<file path="src/rtl/trng_pkg.sv">
`timescale 1ns/1ps
package trng_pkg;
    localparam int ADDR_W = 2;
    localparam int BUS_W  = 32;

    localparam logic [ADDR_W-1:0] A_CTRL = 2'd0;
    localparam logic [ADDR_W-1:0] A_STAT = 2'd1;
    localparam logic [ADDR_W-1:0] A_DATA = 2'd2;

    // control fields
    localparam int C_EN     = 2;
    localparam int C_CED    = 5;
    localparam int C_DIV_LO = 16;
    localparam int C_RST    = 30;
    localparam int C_LOCK   = 31;

    // status fields
    localparam int S_RDY  = 0;
    localparam int S_CCUR = 1;
    localparam int S_SCUR = 2;
    localparam int S_CIRQ = 5;
    localparam int S_SIRQ = 6;
endpackage

</file>
<file path="src/rtl/trng_lfsr.sv">
`timescale 1ns/1ps
module trng_lfsr #(
    parameter int          W     = 32,
    parameter logic [W-1:0] TAPS = 32'h8020_0003,
    parameter logic [W-1:0] SEED = 32'hACE1_2468
) (
    input  logic         clk,
    input  logic         rst_n,
    input  logic         step_i,
    output logic [W-1:0] state_o
);
    logic [W-1:0] st_d, st_q;

    always_comb begin
        st_d = st_q;
        if (step_i) st_d = (st_q >> 1) ^ (st_q[0] ? TAPS : '0);
    end

    always_ff @(posedge clk or negedge rst_n) begin
        if (!rst_n) st_q <= SEED;
        else        st_q <= st_d;
    end

    assign state_o = st_q;
endmodule

</file>
<file path="src/rtl/trng_prescaler.sv">
`timescale 1ns/1ps
module trng_prescaler #(
    parameter int DIV_W = 4
) (
    input  logic             clk,
    input  logic             rst_n,
    input  logic             clr_i,
    input  logic [DIV_W-1:0] exp_i,
    output logic             tick_o
);
    localparam int CNT_W = (1 << DIV_W) - 1;

    logic [CNT_W-1:0] cnt_d, cnt_q, mask;

    always_comb begin
        mask   = (CNT_W'(1) << exp_i) - CNT_W'(1);
        tick_o = !clr_i && (cnt_q == mask);
        cnt_d  = cnt_q + CNT_W'(1);
        if (clr_i || tick_o) cnt_d = '0;
    end

    always_ff @(posedge clk or negedge rst_n) begin
        if (!rst_n) cnt_q <= '0;
        else        cnt_q <= cnt_d;
    end
endmodule

</file>
<file path="src/rtl/trng_ctrl.sv">
`timescale 1ns/1ps
module trng_ctrl
    import trng_pkg::*;
#(
    parameter int DIV_W        = 4,
    parameter int WORD_TICKS   = 4,
    parameter int RST_TICKS    = 16,
    parameter bit AUTO_RECOVER = 1'b1
) (
    input  logic              clk,
    input  logic              rst_n,
    input  logic              bus_wr,
    input  logic              bus_rd,
    input  logic [ADDR_W-1:0] bus_addr,
    input  logic [BUS_W-1:0]  bus_wdata,
    output logic [BUS_W-1:0]  bus_rdata,
    input  logic              inj_seed_err,
    input  logic              inj_clk_err
);
    localparam int WCNT_W = (WORD_TICKS > 1) ? $clog2(WORD_TICKS) : 1;
    localparam int RCNT_W = (RST_TICKS > 1) ? $clog2(RST_TICKS) : 1;

    typedef struct packed {
        logic              en;
        logic              ced;
        logic              lock;
        logic              swrst;
        logic              rst_act;
        logic              secs;
        logic              seis;
        logic              cecs;
        logic              ceis;
        logic              drdy;
        logic [DIV_W-1:0]  div;
        logic [RCNT_W-1:0] rcnt;
        logic [WCNT_W-1:0] wcnt;
        logic [BUS_W-1:0]  data;
    } state_t;

    state_t d, q;
    logic   tick, running, wr_ctrl, wr_stat, rd_data;
    logic [BUS_W-1:0] word;
    logic   unused_wbits;

    assign unused_wbits = ^bus_wdata;
    assign wr_ctrl = bus_wr && (bus_addr == A_CTRL);
    assign wr_stat = bus_wr && (bus_addr == A_STAT);
    assign rd_data = bus_rd && (bus_addr == A_DATA);
    assign running = q.en && !q.rst_act && !q.secs && !q.drdy;

    trng_prescaler #(.DIV_W(DIV_W)) u_presc (
        .clk(clk), .rst_n(rst_n), .clr_i(wr_ctrl), .exp_i(q.div), .tick_o(tick)
    );

    trng_lfsr #(.W(BUS_W)) u_src (
        .clk(clk), .rst_n(rst_n), .step_i(running && tick), .state_o(word)
    );

    always_comb begin
        d = q;
        // internal restart countdown, held while software keeps bit 30 set
        if (q.rst_act && !q.swrst && tick) begin
            if (q.rcnt == RCNT_W'(RST_TICKS - 1)) begin
                d.rst_act = 1'b0;
                d.rcnt    = '0;
                d.secs    = 1'b0;
            end else begin
                d.rcnt = q.rcnt + RCNT_W'(1);
            end
        end
        // word assembly
        if (running && tick) begin
            if (q.wcnt == WCNT_W'(WORD_TICKS - 1)) begin
                d.data = word;
                d.drdy = 1'b1;
                d.wcnt = '0;
            end else begin
                d.wcnt = q.wcnt + WCNT_W'(1);
            end
        end
        if (rd_data) d.drdy = 1'b0;
        // interrupt acknowledge: a 0 clears, a 1 keeps
        if (wr_stat) begin
            d.seis = q.seis & bus_wdata[S_SIRQ];
            d.ceis = q.ceis & bus_wdata[S_CIRQ];
        end
        if (wr_ctrl) begin
            d.en    = bus_wdata[C_EN];
            d.lock  = q.lock | bus_wdata[C_LOCK];
            d.swrst = bus_wdata[C_RST];
            if (!bus_wdata[C_EN]) begin
                d.drdy = 1'b0;
                d.wcnt = '0;
            end
            if (bus_wdata[C_RST]) begin
                d.rst_act = 1'b1;
                d.rcnt    = '0;
                d.drdy    = 1'b0;
                d.wcnt    = '0;
                if (!q.lock) begin
                    d.ced = bus_wdata[C_CED];
                    d.div = bus_wdata[C_DIV_LO +: DIV_W];
                end
            end
        end
        if (inj_seed_err && q.en && !q.secs) begin
            d.secs = 1'b1;
            d.seis = 1'b1;
            d.drdy = 1'b0;
            d.wcnt = '0;
            if (AUTO_RECOVER) begin
                d.rst_act = 1'b1;
                d.rcnt    = '0;
            end
        end
        d.cecs = q.ced & inj_clk_err;
        if (d.cecs) d.ceis = 1'b1;
    end

    always_ff @(posedge clk or negedge rst_n) begin
        if (!rst_n) q <= '0;
        else        q <= d;
    end

    always_comb begin
        bus_rdata = '0;
        case (bus_addr)
            A_CTRL: begin
                bus_rdata[C_EN]               = q.en;
                bus_rdata[C_CED]              = q.ced;
                bus_rdata[C_DIV_LO +: DIV_W]  = q.div;
                bus_rdata[C_RST]              = q.swrst | q.rst_act;
                bus_rdata[C_LOCK]             = q.lock;
            end
            A_STAT: begin
                bus_rdata[S_RDY]  = q.drdy;
                bus_rdata[S_CCUR] = q.cecs;
                bus_rdata[S_SCUR] = q.secs;
                bus_rdata[S_CIRQ] = q.ceis;
                bus_rdata[S_SIRQ] = q.seis;
            end
            A_DATA:  bus_rdata = q.secs ? '0 : q.data;
            default: bus_rdata = '0;
        endcase
    end

    // a data read always drops data ready
    a_r2_read_clears_ready: assert property (@(posedge clk) disable iff (!rst_n)
        (rd_data && q.drdy) |=> !q.drdy);
    // configuration moves only on an unlocked conditional-reset write
    a_r4_config_only_on_reset_write: assert property (@(posedge clk) disable iff (!rst_n)
        (!(wr_ctrl && bus_wdata[C_RST]) || q.lock) |=> ($stable(q.div) && $stable(q.ced)));
    // a released restart cannot finish without a generator tick
    a_r5_busy_until_tick: assert property (@(posedge clk) disable iff (!rst_n)
        (q.rst_act && !q.swrst && !tick) |=> q.rst_act);
    // no data ready during a restart
    a_r6_no_ready_in_restart: assert property (@(posedge clk) disable iff (!rst_n)
        q.rst_act |-> !q.drdy);
    // lock is sticky
    a_r7_lock_sticky: assert property (@(posedge clk) disable iff (!rst_n)
        q.lock |=> q.lock);
    // a new seed fault carries its interrupt, and data ready is down
    a_r8_seed_sets_irq: assert property (@(posedge clk) disable iff (!rst_n)
        $rose(q.secs) |-> q.seis);
    a_r8_no_ready_on_fault: assert property (@(posedge clk) disable iff (!rst_n)
        q.secs |-> !q.drdy);
endmodule

</file>
<file path="config.mk">
export PLATFORM = sky130hd
export DESIGN_NAME = trng_ctrl
export DESIGN_NICKNAME = d
export VERILOG_FILES = /design/src/rtl/trng_pkg.sv /design/src/rtl/trng_lfsr.sv /design/src/rtl/trng_prescaler.sv /design/src/rtl/trng_ctrl.sv
export SDC_FILE = /design/constraint.sdc
export NUM_CORES = 1
export LEC_CHECK = 0
export BUFFER_PORTS_ARGS = -buffer_cell sky130_fd_sc_hd__buf_2
export CAP_MARGIN = 20
export CORE_ASPECT_RATIO = 1.2
export CORE_MARGIN = 2
export CORE_UTILIZATION = 34
export CTS_BUF_LIST = sky130_fd_sc_hd__clkbuf_16
export DETAILED_ROUTE_END_ITERATION = 10
export HOLD_SLACK_MARGIN = 0.15
export PLACE_DENSITY = 0.62
export SETUP_SLACK_MARGIN = 0.15
export SYNTH_ARGS = -nofsm -noshare
export SYNTH_HDL_FRONTEND = slang
export SYNTH_SLANG_ARGS = --single-unit
</file>
<file path="constraint.sdc">
create_clock -name clk -period 5.05 [get_ports clk]
set_input_delay 1.01 -clock clk [delete_from_list [all_inputs] [get_ports clk]]
set_output_delay 1.01 -clock clk [all_outputs]
set_load 0.02 [all_outputs]
</file>
==> summary.txt <==
Critical path
  • R2r setup slk: 910 ps
  • Worst-path maximum fanout: 31
  • Setup Crit Path Kind: reg -> reg
  • Critical path required time: 5280 ps
  • CP Data Arrival Time: 4370 ps
  • Nature of the critical path startpoint: flip-flop
  • Crit path capture type: flip-flop

Power and ir drop
  • Switch share: 30.0%
  • Maximum vdd drop: 0.000174 V
  • Internal: 1440 uW
  • Switching pwr: 614 uW
  • Seq pwr share: 43.3%
  • Comb pwr share: 21.2%
  • Pwr Density: 350 nW/um^2
  • Lkg Pwr: 0.00277 uW
  • Clock share of power: 35.5%
  • Pwr Total: 2050 uW

Die
  • Die Wd: 116 um
  • Core Footprint: 14900 um^2
  • # IOs: 72
  • Row count: 49
  • Die area: 16200 um^2
  • Starting Density: 34.6%
  • Die Span Y: 139 um

GRT
  • Largest net degree at the start of global routing: 58
  • Vias in the first global route: 3638
  • First-pass GRT wire length: 18600 um
  • GR Overflow Total: 0
  • GRT Util Overall: 14.4%
  • Initial antenna violation count: 0

Synth
  • Post-Syn Area: 5150 um^2
  • Post-synth EDFFs: 0
  • Distinct cells, synth: 57
  • Post-synth ARST share: 100%
  • Post-synth top area share: 41.8%
  • Post-synth top area cell: dfrtp_1
  • Yosys Warn Count: 0
  • Top post-synthesis cells by area: dfrtp_1, dfstp_2, mux2_4
  • Mean area per synthesized cell: 11.3 um^2
  • Register area share after synthesis: 48.4%
  • Prevailing post-synth register cell: dfrtp_1
  • FF+latch count, synth: 99
  • Synthesized instance count: 454
  • Syn_nets: 502

Timing
  • Fmax: 0.241 GHz
  • Setup TNS: 0 ps
  • Final setup vio count: 0
  • Final critical-path required period: 4140 ps
  • Final hold slack: 487 ps
  • Final Hold Viols: 0
  • Normalized max-slew margin: 31.4%
  • Worst Max-Slew Pin Slew: 1020 ps
  • Max-slew violation count: 0
  • Setup Skew: 6.45 ps
  • RSZ-0062 raised after global routing: false
  • Period Utilization, post-route: 82.0%

CTS
  • Resize count post-CTS: 0
  • Root buffer cell: clkbuf_16
  • Clock Tree Buf Depth: 2
  • Clock slew seen by the registers of the worst setup and hold paths: 70 ps
  • Hold Buf Count CTS: 0
  • Clock Sinks: 99
  • Clk_lat worst skew: 340 ps
  • Htree depth: 3
  • Post-CTS setup buffers: 0
  • TritonCTS clock tree: done
  • CTS Buf Count: 9

Min path
  • HP Class: reg -> reg

Place
  • HPWL after DPL: 7580 um
  • Routability cong.: 0.841
  • Placed Cells: 687
  • IO buf count: 48

Cells and area
  • Final nets: 542
  • Finished Layout Cells: 703
  • N_diodes: 0
  • Layout area overhead: 13.7%
  • Fraction of layout cells with a size suffix above 1: 27.1%

Routing
  • DRT Pass-1 Iters: 4
  • Vias per inst: 5.07
  • ANT nets after route: 0
  • # DRC: 0
  • Detailed-route via count: 3566
  • Drt initial violations: 192
  • Total wire length: 10900 um
  • WL per Instance: 15.5 um

Status
  • Status: finished, final reports clean

Flow run
  • Max-Cap Viols: 0
## placed cells by master, fill, tap and decap left out, types with 10 or more instances in the layout
master,count
xnor2_1,11
nor2_1,30
buf_2,47
nand3_1,10
mux2_4,20
mux2_1,25
dfrtp_1,86
a21oi_1,17
and2_1,26
mux2_2,23
nand2_1,25
dfstp_2,13
o21ai_0,11
## cells in the mapped netlist (2+ instances only)
cell type,n
nand3_1,10
o21ai_1,2
nor3b_1,6
or4_1,4
nand4_1,9
a22o_1,5
mux2_2,23
clkbuf_1,11
nand2b_1,3
a22oi_1,4
mux2i_1,2
mux2_4,20
and3b_1,2
o21a_1,4
nor3_1,6
o21ai_0,11
buf_6,7
xor2_1,9
o22ai_1,2
dfstp_2,13
inv_1,8
a31oi_1,3
buf_2,4
dfrtp_1,86
nor4_1,3
o31ai_1,7
nand3b_1,2
buf_4,5
nor2b_1,9
nand2_1,25
and3_1,8
a21oi_1,17
xnor2_1,11
or3_1,4
inv_2,2
mux2_1,25
and2_1,26
ha_1,8
nor2_1,30
## flip-flops by register name, summed over array words and instances (netlist names)
signal and cells:
u_src.state_o 32, q 52, u_presc.cnt_q 15
## stage by stage
| step | util (%) | instance area, um^2 | worst slack, ps |
|---|---|---|---|
| 3_3_place_gp | 37.2 | 5540 | 1020 |
| 3_5_place_dp | 37.2 | 5540 | 928 |
| 6_report | 39.3 | 5860 | 908 |
| 2_1_floorplan | - | 5150 | 1430 |
| 5_1_grt | 39.3 | 5860 | 609 |
| 4_1_cts | 39.3 | 5860 | 921 |
## metal layers
| metal | up-vias | share of wire [%] | GRT usage [%] |
|---|---|---|---|
| met2 | 72 | 50 | 23.5 |
| met3 | 19 | 3.3 | 2.10 |
| met1 | 1779 | 44 | 18.8 |
| met5 | - | 0 | 0 |
| met4 | 0 | 2.5 | 6.58 |
| li1 | 1696 | - | - |
## final cells by class
cell class | count | area [um^2]
fillers | 1449 | 9040
clock inverters | 7 | 92.6
well taps | 204 | 255
multi-input cells | 318 | 2450
inverters | 10 | 37.5
flip-flops and latches | 99 | 2490
clock buffers | 9 | 225
repair buffers | 56 | 303
## logic make-up (layout without fill, tap and decap cells)
kind of cell	count (synthesis)	after routing	synth area share (%)
and+or+nand+nor	156	156	17.1
buffers and inverters	37	82	4.18
DFF	99	99	48.4
xor gates and xnor gates	20	20	3.40
adders and majority gates	8	8	1.94
muxes	70	70	16.7
AOI/OAI and AO/OA	64	64	8.24
## path summary, 6_finish.rpt
| path | end | from | depth (start not counted) |
|---|---|---|---|
| min | q[3]$_DFFE_PN0P_ | q[3]$_DFFE_PN0P_ | 1 |
| max | u_src.state_o[11]$_DFFE_PN0N_ | q[39]$_DFFE_PN0P_ | 11 |
| max reg2reg | u_src.state_o[11]$_DFFE_PN0N_ | q[39]$_DFFE_PN0P_ | 11 |
| min reg2reg | q[3]$_DFFE_PN0P_ | q[3]$_DFFE_PN0P_ | 1 |
| min in group asynchronous | q[26]$_DFFE_PN0P_ | rst_n | 1 |
| max in group asynchronous | u_src.state_o[13]$_DFFE_PN1N_ | rst_n | 2 |
## power by group through the flow
stage	combinational (uW)	sequential, uW	clock (uW)
finish	435	887	728
global route	492	892	778
CTS	438	886	747
detailed placement	437	900	0
global placement	419	898	0
floorplan	358	875	0
## worst max-delay path: stages, from the launching register on
cell and delay, ps:
dfrtp_1 390, nor3_1 400, nand2_1 110, ha_1 420
nor4bb_1 360, a21oi_1 90, o31a_1 280, a2111o_1 470
or3_1 530, nor3_4 200, buf_4 390, mux2_2 380
Power figures use the tool's default switching activity.
